### config.mk
export PLATFORM = sky130hd
export DESIGN_NAME = mbox_irq_ctrl
export DESIGN_NICKNAME = d
export VERILOG_FILES = /design/src/rtl/mbox_pkg.sv /design/src/rtl/mbox_port_decode.sv /design/src/rtl/mbox_irq_flag.sv /design/src/rtl/mbox_irq_ctrl.sv
export SDC_FILE = /design/constraint.sdc
export NUM_CORES = 1
export LEC_CHECK = 0
export ABC_AREA = 1
export CORE_AREA = 2 2 39 41
export CTS_CLUSTER_SIZE = 16
export DETAILED_ROUTE_END_ITERATION = 7
export DIE_AREA = 0 0 41 43
export PLACE_DENSITY = 0.76
export SYNTH_ARGS = -nofsm -noshare
export SYNTH_HDL_FRONTEND = slang
export SYNTH_SLANG_ARGS = --single-unit
### constraint.sdc
create_clock -name clk -period 1.6 [get_ports clk]
set_input_delay 0.4 -clock clk [delete_from_list [all_inputs] [get_ports clk]]
set_output_delay 0.4 -clock clk [all_outputs]
set_load 0.01 [all_outputs]
### src/rtl/mbox_pkg.sv
package mbox_pkg;
   localparam int unsigned MBOX_ADDR_W = 15;
   localparam int unsigned MBOX_PORTS  = 2;
   localparam int unsigned PORT_LEFT   = 0;
   localparam int unsigned PORT_RIGHT  = 1;

   typedef struct packed {
      logic ce_n;
      logic rw_n;
      logic oe_n;
   } port_ctl_t;

   typedef struct packed {
      logic set_peer;
      logic clr_own;
   } mbox_evt_t;
endpackage

### src/rtl/mbox_port_decode.sv
module mbox_port_decode
   import mbox_pkg::*;
#(
   parameter int unsigned ADDR_W   = MBOX_ADDR_W,
   parameter logic [ADDR_W-1:0] OWN_BOX  = '1,
   parameter logic [ADDR_W-1:0] PEER_BOX = '1
) (
   input  port_ctl_t         ctl,
   input  logic [ADDR_W-1:0] addr,
   output mbox_evt_t         evt
);
   initial begin
      if (OWN_BOX == PEER_BOX)
         $error("mbox_port_decode: mailbox addresses must differ");
   end

   logic selected;
   logic is_write;
   logic reads_out;

   always_comb begin
      selected     = ~ctl.ce_n;
      is_write     = selected & ~ctl.rw_n;
      reads_out    = selected & ~ctl.oe_n;
      evt.set_peer = is_write & (addr == PEER_BOX);
      evt.clr_own  = reads_out & (addr == OWN_BOX);
   end
endmodule

### src/rtl/mbox_irq_flag.sv
module mbox_irq_flag (
   input  logic clk,
   input  logic rst_n,
   input  logic enable,
   input  logic set_req,
   input  logic clr_req,
   output logic irq_n
);
   logic pending;

   always_ff @(posedge clk or negedge rst_n) begin
      if (!rst_n)
         pending <= 1'b0;
      else if (!enable)
         pending <= 1'b0;
      else if (set_req)
         pending <= 1'b1;
      else if (clr_req)
         pending <= 1'b0;
   end

   assign irq_n = ~pending;
endmodule

### src/rtl/mbox_irq_ctrl.sv
module mbox_irq_ctrl
   import mbox_pkg::*;
#(
   parameter int unsigned ADDR_W = MBOX_ADDR_W
) (
   input  logic              clk,
   input  logic              rst_n,
   input  logic              irq_en,
   input  logic              left_ce_n,
   input  logic              left_rw_n,
   input  logic              left_oe_n,
   input  logic [ADDR_W-1:0] left_addr,
   input  logic              right_ce_n,
   input  logic              right_rw_n,
   input  logic              right_oe_n,
   input  logic [ADDR_W-1:0] right_addr,
   output logic              left_irq_n,
   output logic              right_irq_n
);
   localparam logic [ADDR_W-1:0] TOP_WORD  = '1;
   localparam logic [ADDR_W-1:0] LEFT_BOX  = TOP_WORD - 1'b1;
   localparam logic [ADDR_W-1:0] RIGHT_BOX = TOP_WORD;

   initial begin
      if (ADDR_W < 2)
         $error("mbox_irq_ctrl: ADDR_W must be at least 2");
   end

   port_ctl_t         ctl  [MBOX_PORTS];
   logic [ADDR_W-1:0] addr [MBOX_PORTS];
   mbox_evt_t         evt  [MBOX_PORTS];
   logic              irq_n[MBOX_PORTS];

   assign ctl[PORT_LEFT]   = '{ce_n: left_ce_n,  rw_n: left_rw_n,  oe_n: left_oe_n};
   assign ctl[PORT_RIGHT]  = '{ce_n: right_ce_n, rw_n: right_rw_n, oe_n: right_oe_n};
   assign addr[PORT_LEFT]  = left_addr;
   assign addr[PORT_RIGHT] = right_addr;

   for (genvar p = 0; p < MBOX_PORTS; p++) begin : g_port
      localparam logic [ADDR_W-1:0] OWN  = (p == PORT_LEFT) ? LEFT_BOX  : RIGHT_BOX;
      localparam logic [ADDR_W-1:0] PEER = (p == PORT_LEFT) ? RIGHT_BOX : LEFT_BOX;
      localparam int unsigned       OTHER = MBOX_PORTS - 1 - p;

      mbox_port_decode #(
         .ADDR_W  (ADDR_W),
         .OWN_BOX (OWN),
         .PEER_BOX(PEER)
      ) u_dec (
         .ctl (ctl[p]),
         .addr(addr[p]),
         .evt (evt[p])
      );

      mbox_irq_flag u_flag (
         .clk    (clk),
         .rst_n  (rst_n),
         .enable (irq_en),
         .set_req(evt[OTHER].set_peer),
         .clr_req(evt[p].clr_own),
         .irq_n  (irq_n[p])
      );
   end

   assign left_irq_n  = irq_n[PORT_LEFT];
   assign right_irq_n = irq_n[PORT_RIGHT];
endmodule

After elaboration in Yosys (flattened, before gate mapping)

Index checks and enable logic that the tools add are counted.

Register bits: 2
Input bits: 39
Logic and storage cells: 30

Equality and inequality tests: 6
Muxes and demuxes: 6
Bitwise operators: 16

Operators by type and width:

| cell                                           | number |
|---|---|
| == test 15 bit (second input constant)         | 4 |
| bitwise AND 1 bit                              | 8 |
| NOT 1 bit                                      | 8 |
| 2-to-1 mux 1 bit                               | 6 |
| != test 3 x 1 -> 1 bit (second input constant) | 2 |

Depth between registers and ports, before layout

Gate-level depths: netlist of the first run.

Word-level depth: 6
Mapped depth: 6
Mapped depth without buffers: 6

Modules after synthesis

A second synthesis of the first run with hierarchy kept.

Cell total of the unflattened synthesis: 54
Area total of the unflattened synthesis: 265.3 µm²

By module, submodules not included:

| module           | instances | cells each | area an instance (µm²) | seq. area each (µm²) |
|---|---|---|---|---|
| mbox_port_decode | 2         | 20         | 80.1                   | 0.0 |
| mbox_irq_flag    | 2         | 7          | 52.6                   | 25.0 |

Least setup slack after synthesis of the first run

Ideal clock, no wire load.

Path type: input port to flip-flop
From: in right_addr[14]
To: reg g_port[0].u_flag.pending
Arrival time: 0.871 ns
Required time: 1.527 ns
Path slack: 0.656 ns
Cell stages on the path: 5
Path buffers: 0
Cell sequence: nand2_1 > nor2_2 > nand2_1 > nand3b_1 > a21oi_2

Word-level cells in the longest chain between the ends: 4
Elaborated cells between the ends (all ways): 5
Those cells by class: 2 x eq/ne; 2 x mux; 1 x bitwise

RTL lines:

| element                | RTL line               | text |
|---|---|---|
| start: declaration     | mbox_irq_ctrl.sv:16    | `input logic [ADDR_W-1:0] right_addr,` |
| == test 15 bit *       | mbox_port_decode.sv:25 | `evt.set_peer = is_write & (addr == PEER_BOX);` |
| bitwise AND 1 bit *    | mbox_port_decode.sv:25 |  |
| 2-to-1 mux 1 bit       | mbox_irq_flag.sv:16    | `else if (set_req)` |
| 2-to-1 mux 1 bit       | mbox_irq_flag.sv:14    | `else if (!enable)` |
| end signal: assignment | mbox_irq_flag.sv:13    | `pending <= 1'b0;` |
| end signal: assignment | mbox_irq_flag.sv:15    | `pending <= 1'b0;` |
| end signal: assignment | mbox_irq_flag.sv:17    | `pending <= 1'b1;` |
| end: declaration       | mbox_irq_flag.sv:9     | `logic pending;` |

Every way passes the cells marked *; elsewhere a longest branch is shown, timed or not.
A chain may end at the register's enable or synchronous reset.

Worst setup path after layout of the first run

From: in left_addr[12]
To: reg g_port[0].u_flag.pending

Word-level cells in the longest chain between the ends: 3

RTL lines:

| element                          | RTL line               | text |
|---|---|---|
| start: declaration               | mbox_irq_ctrl.sv:12    | `input logic [ADDR_W-1:0] left_addr,` |
| == test 15 bit                   | mbox_port_decode.sv:26 | `evt.clr_own = reads_out & (addr == OWN_BOX);` |
| bitwise AND 1 bit                | mbox_port_decode.sv:26 |  |
| != test 3 x 1 -> 1 bit (no line) | n/a                    |  |

No other way between the ends.

==> metrics.yaml, run 1 <==
setup_path:
  worstPathArrival_ns: 1.36
  cp_slowest_cell: "clkdlybuf4s50_1"
  cp_cell_sequence: "clkdlybuf4s50_1 > nand2_1 > nor2_1 > nand3_1 > o21bai_1 > a21oi_2"
  reg2reg_slack_ns: 0.87
  startpoint_type: "input pin"
  end_kind: "register"
  slowest_delay_ns: 0.46
  cp.depth: 6
  reg2reg_from: "g_port[0].u_flag.pending"
  worstRegToRegCells: 3
  cpLargestDelayFamily: "buffers and inverters"
  regToRegEndpoint: "g_port[0].u_flag.pending"
  required_ns: 1.70
  critPathBufInv: 1
  critPathLaunch: "left_addr[12]"
  crit_type: "in -> reg"
  critPathCapture: "g_port[0].u_flag.pending"
  worstPathMaxFanout: 2
yosys:
  synth-simple-area-share: 0.602
  synth_compound_area_frac: 0.102
  ys_ff_latch: 2
  yosysUniqueCellTypes: 12
  synth_fp_nets: 94
  synthAdderAreaFrac: 0
  synth_top_family_by_area: "simple AND/OR/NAND/NOR gates"
  syn_area_um2: 283
  muxShareOfSynthArea: 0
  synth_top_area_cell: "nand2_1"
  yosysWarnings: 0
  ys_seq_area_frac: 0.177
  syn_avg_cell_area_um2: 5.14
  synthTopCellsByArea: "nand2_1 (27%), dfrtp_1 (18%), nor2_1 (16%)"
  synth_cells: 55
  netlist.area_leader.share: 0.265
  synth-xor-area-share: 0
power_and_ir_drop:
  fin_total_pwr_w: 0.000276
  p_leak_nw: 0.300
  irDropWorstVdd_v: 0.000303
  pwr_density_cell_nw_per_um2: 377
finish:
  layout_commonest_cell: "clkdlybuf4s50_1"
  fill_cells: 156
  final_nets: 139
  area_growth_pct: 158
  layout-drive-gt1-share: 0.0816
  multi_input_area_um2: 199
  largest_reg_flops: 2
  antenna_cells: 0
  largest-register: "g_port.u_flag.pending"
  layout_common_cells: "clkdlybuf4s50_1 (38), nand2_1 (20), nor2_1 (12)"
  reg_top3: "g_port.u_flag.pending: 2 flops"
  seq_area_um2: 50.0
timing:
  setup_viol: 0
  fin_crit_ns: 1.26
  skew_ns: 0
  worstMarginPinSlew_ns: 0.184
  rsz0062_at_grt: "false"
  hold_viol_final: 0
  fmax_ghz: 0.792
  tns_ns: 0
  slew_headroom: 0.877
  fin_crit_sh: 0.789
  finalMaxSlewViolations: 0
global_route:
  grt_pass1_vias: 474
  grt_pass1_wl_mm: 1.52
  top_usage_layer: "met2"
  grt_use_met3: 0.0628
  use_met2: 0.234
  antenna_found_initial: 0
  grt_overflow: 0
  grtUsageTotal: 0.123
  grtUsageMet1: 0.106
  grt_max_degree: 3
placed_design:
  place_congestion: 0.702
  hpwlAfterDp_um: 823
  io_buffers: 40
cts:
  insertion_delay_ns: 0.22
  clockBufferDepth: 2
  clockRootBuffer: "clkbuf_4"
  cts_tree: "built"
  cts_hold_buf: 0
  cts_buffers: 3
  clk_pin_slew_ns: 0.03
  htree_levels: 1
  cts_setup_buffers: 0
  cts.sinks: 2
flow_run:
  drv_cap: 0
die:
  die_y_um: 43
  die_w_um: 41
  core_area_um2: 1380
  initial_utilization: 0.204
  io_pins: 41
  die_area_um2: 1760
  num_rows: 14
route:
  drc_errors: 0
  drt_iter0_markers: 2
  wl_um: 903
  via_per_inst: 4.15
  ant_nets: 0
  drtPass1Iterations: 3
  wl_per_cell_um: 7.92
  num_vias: 473
worst_hold_path:
  holdCritPathClass: "in -> async"
run_status:
  status: "complete, no violations"
## stage by stage
| step | setup slack, ns | instances | hold slack (ns) | utilization | instance area [um2] |
|---|---|---|---|---|---|
| after floorplan | 0.656 | 55 | 0.104 | - | 283 |
| after global placement | 0.111 | 111 | 0.575 | 0.508 | 703 |
| after detailed placement | 0.0980 | 111 | 0.577 | 0.508 | 703 |
| after CTS | 0.0102 | 114 | 0.339 | 0.524 | 726 |
| after global routing | 0.257 | 114 | 0.345 | 0.528 | 731 |
| final | 0.338 | 114 | 0.345 | 0.528 | 731 |
## cell families (layout without fill, tap and decap cells)
family | count (synthesis) | in the layout
DFF | 2 | 2
buffers and inverters | 9 | 52
AOI/OAI and AO/OA | 4 | 4
and+or+nand+nor | 40 | 40
## power by group
part	switching [W]	internal, W	leakage (nW)
combinational	0.0000270	0.0000893	0.258
clock	0.0000258	0.0000825	0.0138
sequential	0.000000000182	0.0000510	0.0280
## cell usage after synthesis
cell / n
inv_2: 1
inv_1: 8
a21oi_1: 1
nand2_1: 20
and2_1: 1
o21bai_1: 2
a21oi_2: 1
dfrtp_1: 2
nor2_1: 12
nand3b_1: 2
nor2_2: 3
nand3_1: 2
## how the worst min path moves through the flow
stage	from	end	slack [ns]	cells past startpoint
global placement	rst_n	g_port[0].u_flag.pending	0.58	1
global route	rst_n	g_port[1].u_flag.pending	0.34	1
CTS	rst_n	g_port[0].u_flag.pending	0.34	1
finish	rst_n	g_port[1].u_flag.pending	0.35	1
floorplan	rst_n	g_port[0].u_flag.pending	0.10	0
detailed placement	rst_n	g_port[0].u_flag.pending	0.58	1
## timing repair
| item | in CTS | in global routing |
|---|---|---|
| setup endpoints to repair | 0 | 2 |
| endpoints found under the hold margin | 0 | 0 |
| resized for setup | 0 | 2 |
## layout make-up
class / instances / share of cell area
multi-input cells: 44 / 0.272
well taps: 16 / 0.0274
inverters: 9 / 0.0462
clock buffers: 3 / 0.0308
repair buffers: 40 / 0.555
flip-flops and latches: 2 / 0.0685
## layer usage
| metal | share of wire | up-vias |
|---|---|---|
| met5 | 0 | - |
| met4 | 0 | 0 |
| met1 | 0.36 | 196 |
| li1 | - | 251 |
| met3 | 0.12 | 0 |
| met2 | 0.52 | 26 |
(Power assumes the default switching activity.)
==> run 2, diff against run 1 <==
CORE_AREA = default   (was 2 2 39 41)
CORE_MARGIN = 2   (was default)
CORE_UTILIZATION = 20   (was default)
DIE_AREA = default   (was 0 0 41 43)
PLACE_DENSITY = 0.75   (was 0.76)
clock period = 1.1 ns   (was 1.6 ns; I/O delays follow)
==> run 2 against run 1 <==
  * Clock power up 50%
  * Cell count down 0.88%
  * Largest power group is now clock
  * Sequential power up 45%
==> metrics.yaml, run 2 (synthesis gave the netlist of run 1 again) <==
setup_path:
  worstPathMaxFanout: 2  # unchanged
  regToRegEndpoint: "g_port[1].u_flag.pending"  # was g_port[0].u_flag.pending
  startpoint_type: "input pin"  # unchanged
  worstPathArrival_ns: 1.19  # was 1.36 ns
  required_ns: 1.20  # was 1.70 ns
  reg2reg_slack_ns: 0.36  # was 0.87 ns
  crit_type: "in -> reg"  # unchanged
  reg2reg_from: "g_port[1].u_flag.pending"  # was g_port[0].u_flag.pending
  end_kind: "register"  # unchanged
  worstRegToRegCells: 3  # unchanged
cts:
  clockBufferDepth: 2  # unchanged
  cts_buffers: 3  # unchanged
  clockRootBuffer: "clkbuf_4"  # unchanged
  cts.sinks: 2  # unchanged
  insertion_delay_ns: 0.22  # about the same
  htree_levels: 1  # unchanged
  clk_pin_slew_ns: 0.03  # about the same
  cts_hold_buf: 0  # unchanged
  cts_tree: "built"  # unchanged
route:
  drt_iter0_markers: 6  # was 2
  wl_per_cell_um: 9.19  # was 7.92 um
  ant_nets: 0  # unchanged
  drtPass1Iterations: 5  # was 3
  wl_mm: 1.04  # was 903 um
  drc_errors: 0  # unchanged
  num_vias: 474  # was 473
  via_per_inst: 4.19  # was 4.15
timing:
  slew_headroom: 0.889  # was 0.877
  fmax_ghz: 0.918
  fin_crit_sh: 0.991
  fin_crit_ns: 1.09
  hold_viol_final: 0  # unchanged
  finalMaxSlewViolations: 0  # unchanged
  worstMarginPinSlew_ns: 0.166  # was 0.184 ns
  hold_ws_ns: 0.219  # was 0.345 ns
  setup_viol: 0  # unchanged
  setup_slack_ns: 0.0104  # was 0.338 ns
  skew_ns: 0  # unchanged
die:
  die_w_um: 41.6  # was 41 um
  num_rows: 13  # was 14
  core_area_um2: 1320  # was 1380 um2
  initial_utilization: 0.215  # was 0.204
  io_pins: 41  # unchanged
  die_area_um2: 1730  # was 1760 um2
  die_y_um: 41.6  # was 43 um
power_and_ir_drop:
  irDropWorstVdd_v: 0.000264  # was 0.000303 V
  pwr_density_cell_nw_per_um2: 514  # was 377 nW/um2
  seq_power_share: 0.190  # was 0.185
  combPwrFrac: 0.394  # was 0.422
  clkPwrFrac: 0.416  # was 0.393
  p_leak_nw: 0.453  # was 0.300 nW
  power.internal_w: 0.000301  # was 0.000223 W
  switching_share: 0.229  # was 0.192
  switching_power_w: 0.0000892  # was 0.0000528 W
global_route:
  grt_overflow: 0  # unchanged
  grt_max_degree: 3  # unchanged
  antenna_found_initial: 0  # unchanged
  grt_pass1_vias: 448  # was 474
  grtUsageTotal: 0.132  # was 0.123
  grt_pass1_wl_mm: 1.71  # was 1.52 mm
finish:
  area_growth_pct: 169  # was 158%
  layout_common_cells: "nand2_1 (16), dlymetal6s2s_1 (15), dlygate4sd2_1 (14)"  # was clkdlybuf4s50_1 (38), nand2_1 (20), nor2_1 (12)
  layout-drive-gt1-share: 0.184  # was 0.0816
  final_cell_area_um2: 759  # was 731 um2
  antenna_cells: 0  # unchanged
  largest_reg_flops: 2  # unchanged
  fill_cells: 144  # was 156
  final_util: 0.576  # was 0.528
  final_nets: 139  # unchanged
  layout_commonest_cell: "nand2_1"  # was clkdlybuf4s50_1
  reg_top3: "g_port.u_flag.pending: 2 flops"  # unchanged
  largest-register: "g_port.u_flag.pending"  # unchanged
placed_design:
  place_ws_ns: -0.273  # was 0.0980 ns
  place_congestion: 0.686  # was 0.702
  placed_area_um2: 702  # was 703 um2
  hpwlAfterDp_um: 887  # was 823 um
  io_buffers: 40  # unchanged
run_status:
  status: "complete, no violations"  # unchanged
worst_hold_path:
  holdCritPathClass: "in -> async"  # unchanged
flow_run:
  drv_cap: 0  # unchanged
==> run 2: cell count changes in the layout (fill, tap and decap cells not counted) <==
cell / previous run / this run
clkdlybuf4s50_1: 38 / 9
nor2_1: 12 / 8
nor2_2: 3 / 6
dlygate4sd2_1: 0 / 14
nand2_1: 20 / 16
buf_2: 0 / 2
nor2_4: 0 / 1
dlymetal6s2s_1: 2 / 15
nand2_2: 0 / 4
==> run 2: final cells by class <==
type,instances,area (um2),area share
Multi-Input combinational cell,44,224,0.295
Clock buffer,3,22.5,0.0297
Tap cell,15,18.8,0.0247
Timing Repair Buffer,40,410,0.540
Inverter,9,33.8,0.0445
Sequential cell,2,50.0,0.0659
==> run 2: worst max path at each step <==
stage	startpoint	end	slack, ns
after floorplan	right_addr[14]	g_port[0].u_flag.pending	0.28
after global placement	left_addr[13]	g_port[0].u_flag.pending	-0.26
after detailed placement	left_addr[13]	g_port[0].u_flag.pending	-0.27
after CTS	left_addr[7]	g_port[0].u_flag.pending	0.001
after global routing	right_addr[2]	g_port[1].u_flag.pending	-0.003
final	right_addr[2]	g_port[1].u_flag.pending	0.01
==> run 2: power by group through the flow <==
stage          Clock [W]  Sequential, W  Combinational [W]
5_1_grt         0.000182      0.0000741           0.000171
3_3_place_gp           0      0.0000749           0.000169
6_report        0.000162      0.0000742           0.000154
2_1_floorplan          0      0.0000749          0.0000307
4_1_cts         0.000172      0.0000741           0.000156
3_5_place_dp           0      0.0000749           0.000171
==> run 2: layer usage <==
layer | wire (um) | vias to the layer above | GRT usage
li1 | - | 251 | -
met3 | 78 | 0 | 0.0435
met1 | 348 | 203 | 0.110
met2 | 611 | 20 | 0.250
met4 | 0 | 0 | 0.0968
met5 | 0 | - | 0
==> run 2: worst max-delay path, stage by stage <==
cell             delay, ns
clkdlybuf4s50_1       0.47
nand2_2               0.07
nor2_2                0.09
nand2_1               0.05
o21bai_1              0.16
a21oi_1               0.08
==> run 2: per-stage QoR <==
step                total power (W)  setup TNS [ns]  std cells
global route               0.000426        -0.00278        113
floorplan                  0.000106               0         55
CTS                        0.000402               0        113
global placement           0.000243          -0.710        110
finish                     0.000390               0        113
detailed placement         0.000246          -0.778        110
==> run 2: repair_timing <==
item,in CTS,in global routing
gates cloned,0,0
pin swaps,20,23
hold endpoints to repair,0,0
setup endpoints to repair,4,2
gates resized for setup,24,22
setup buffers,0,0
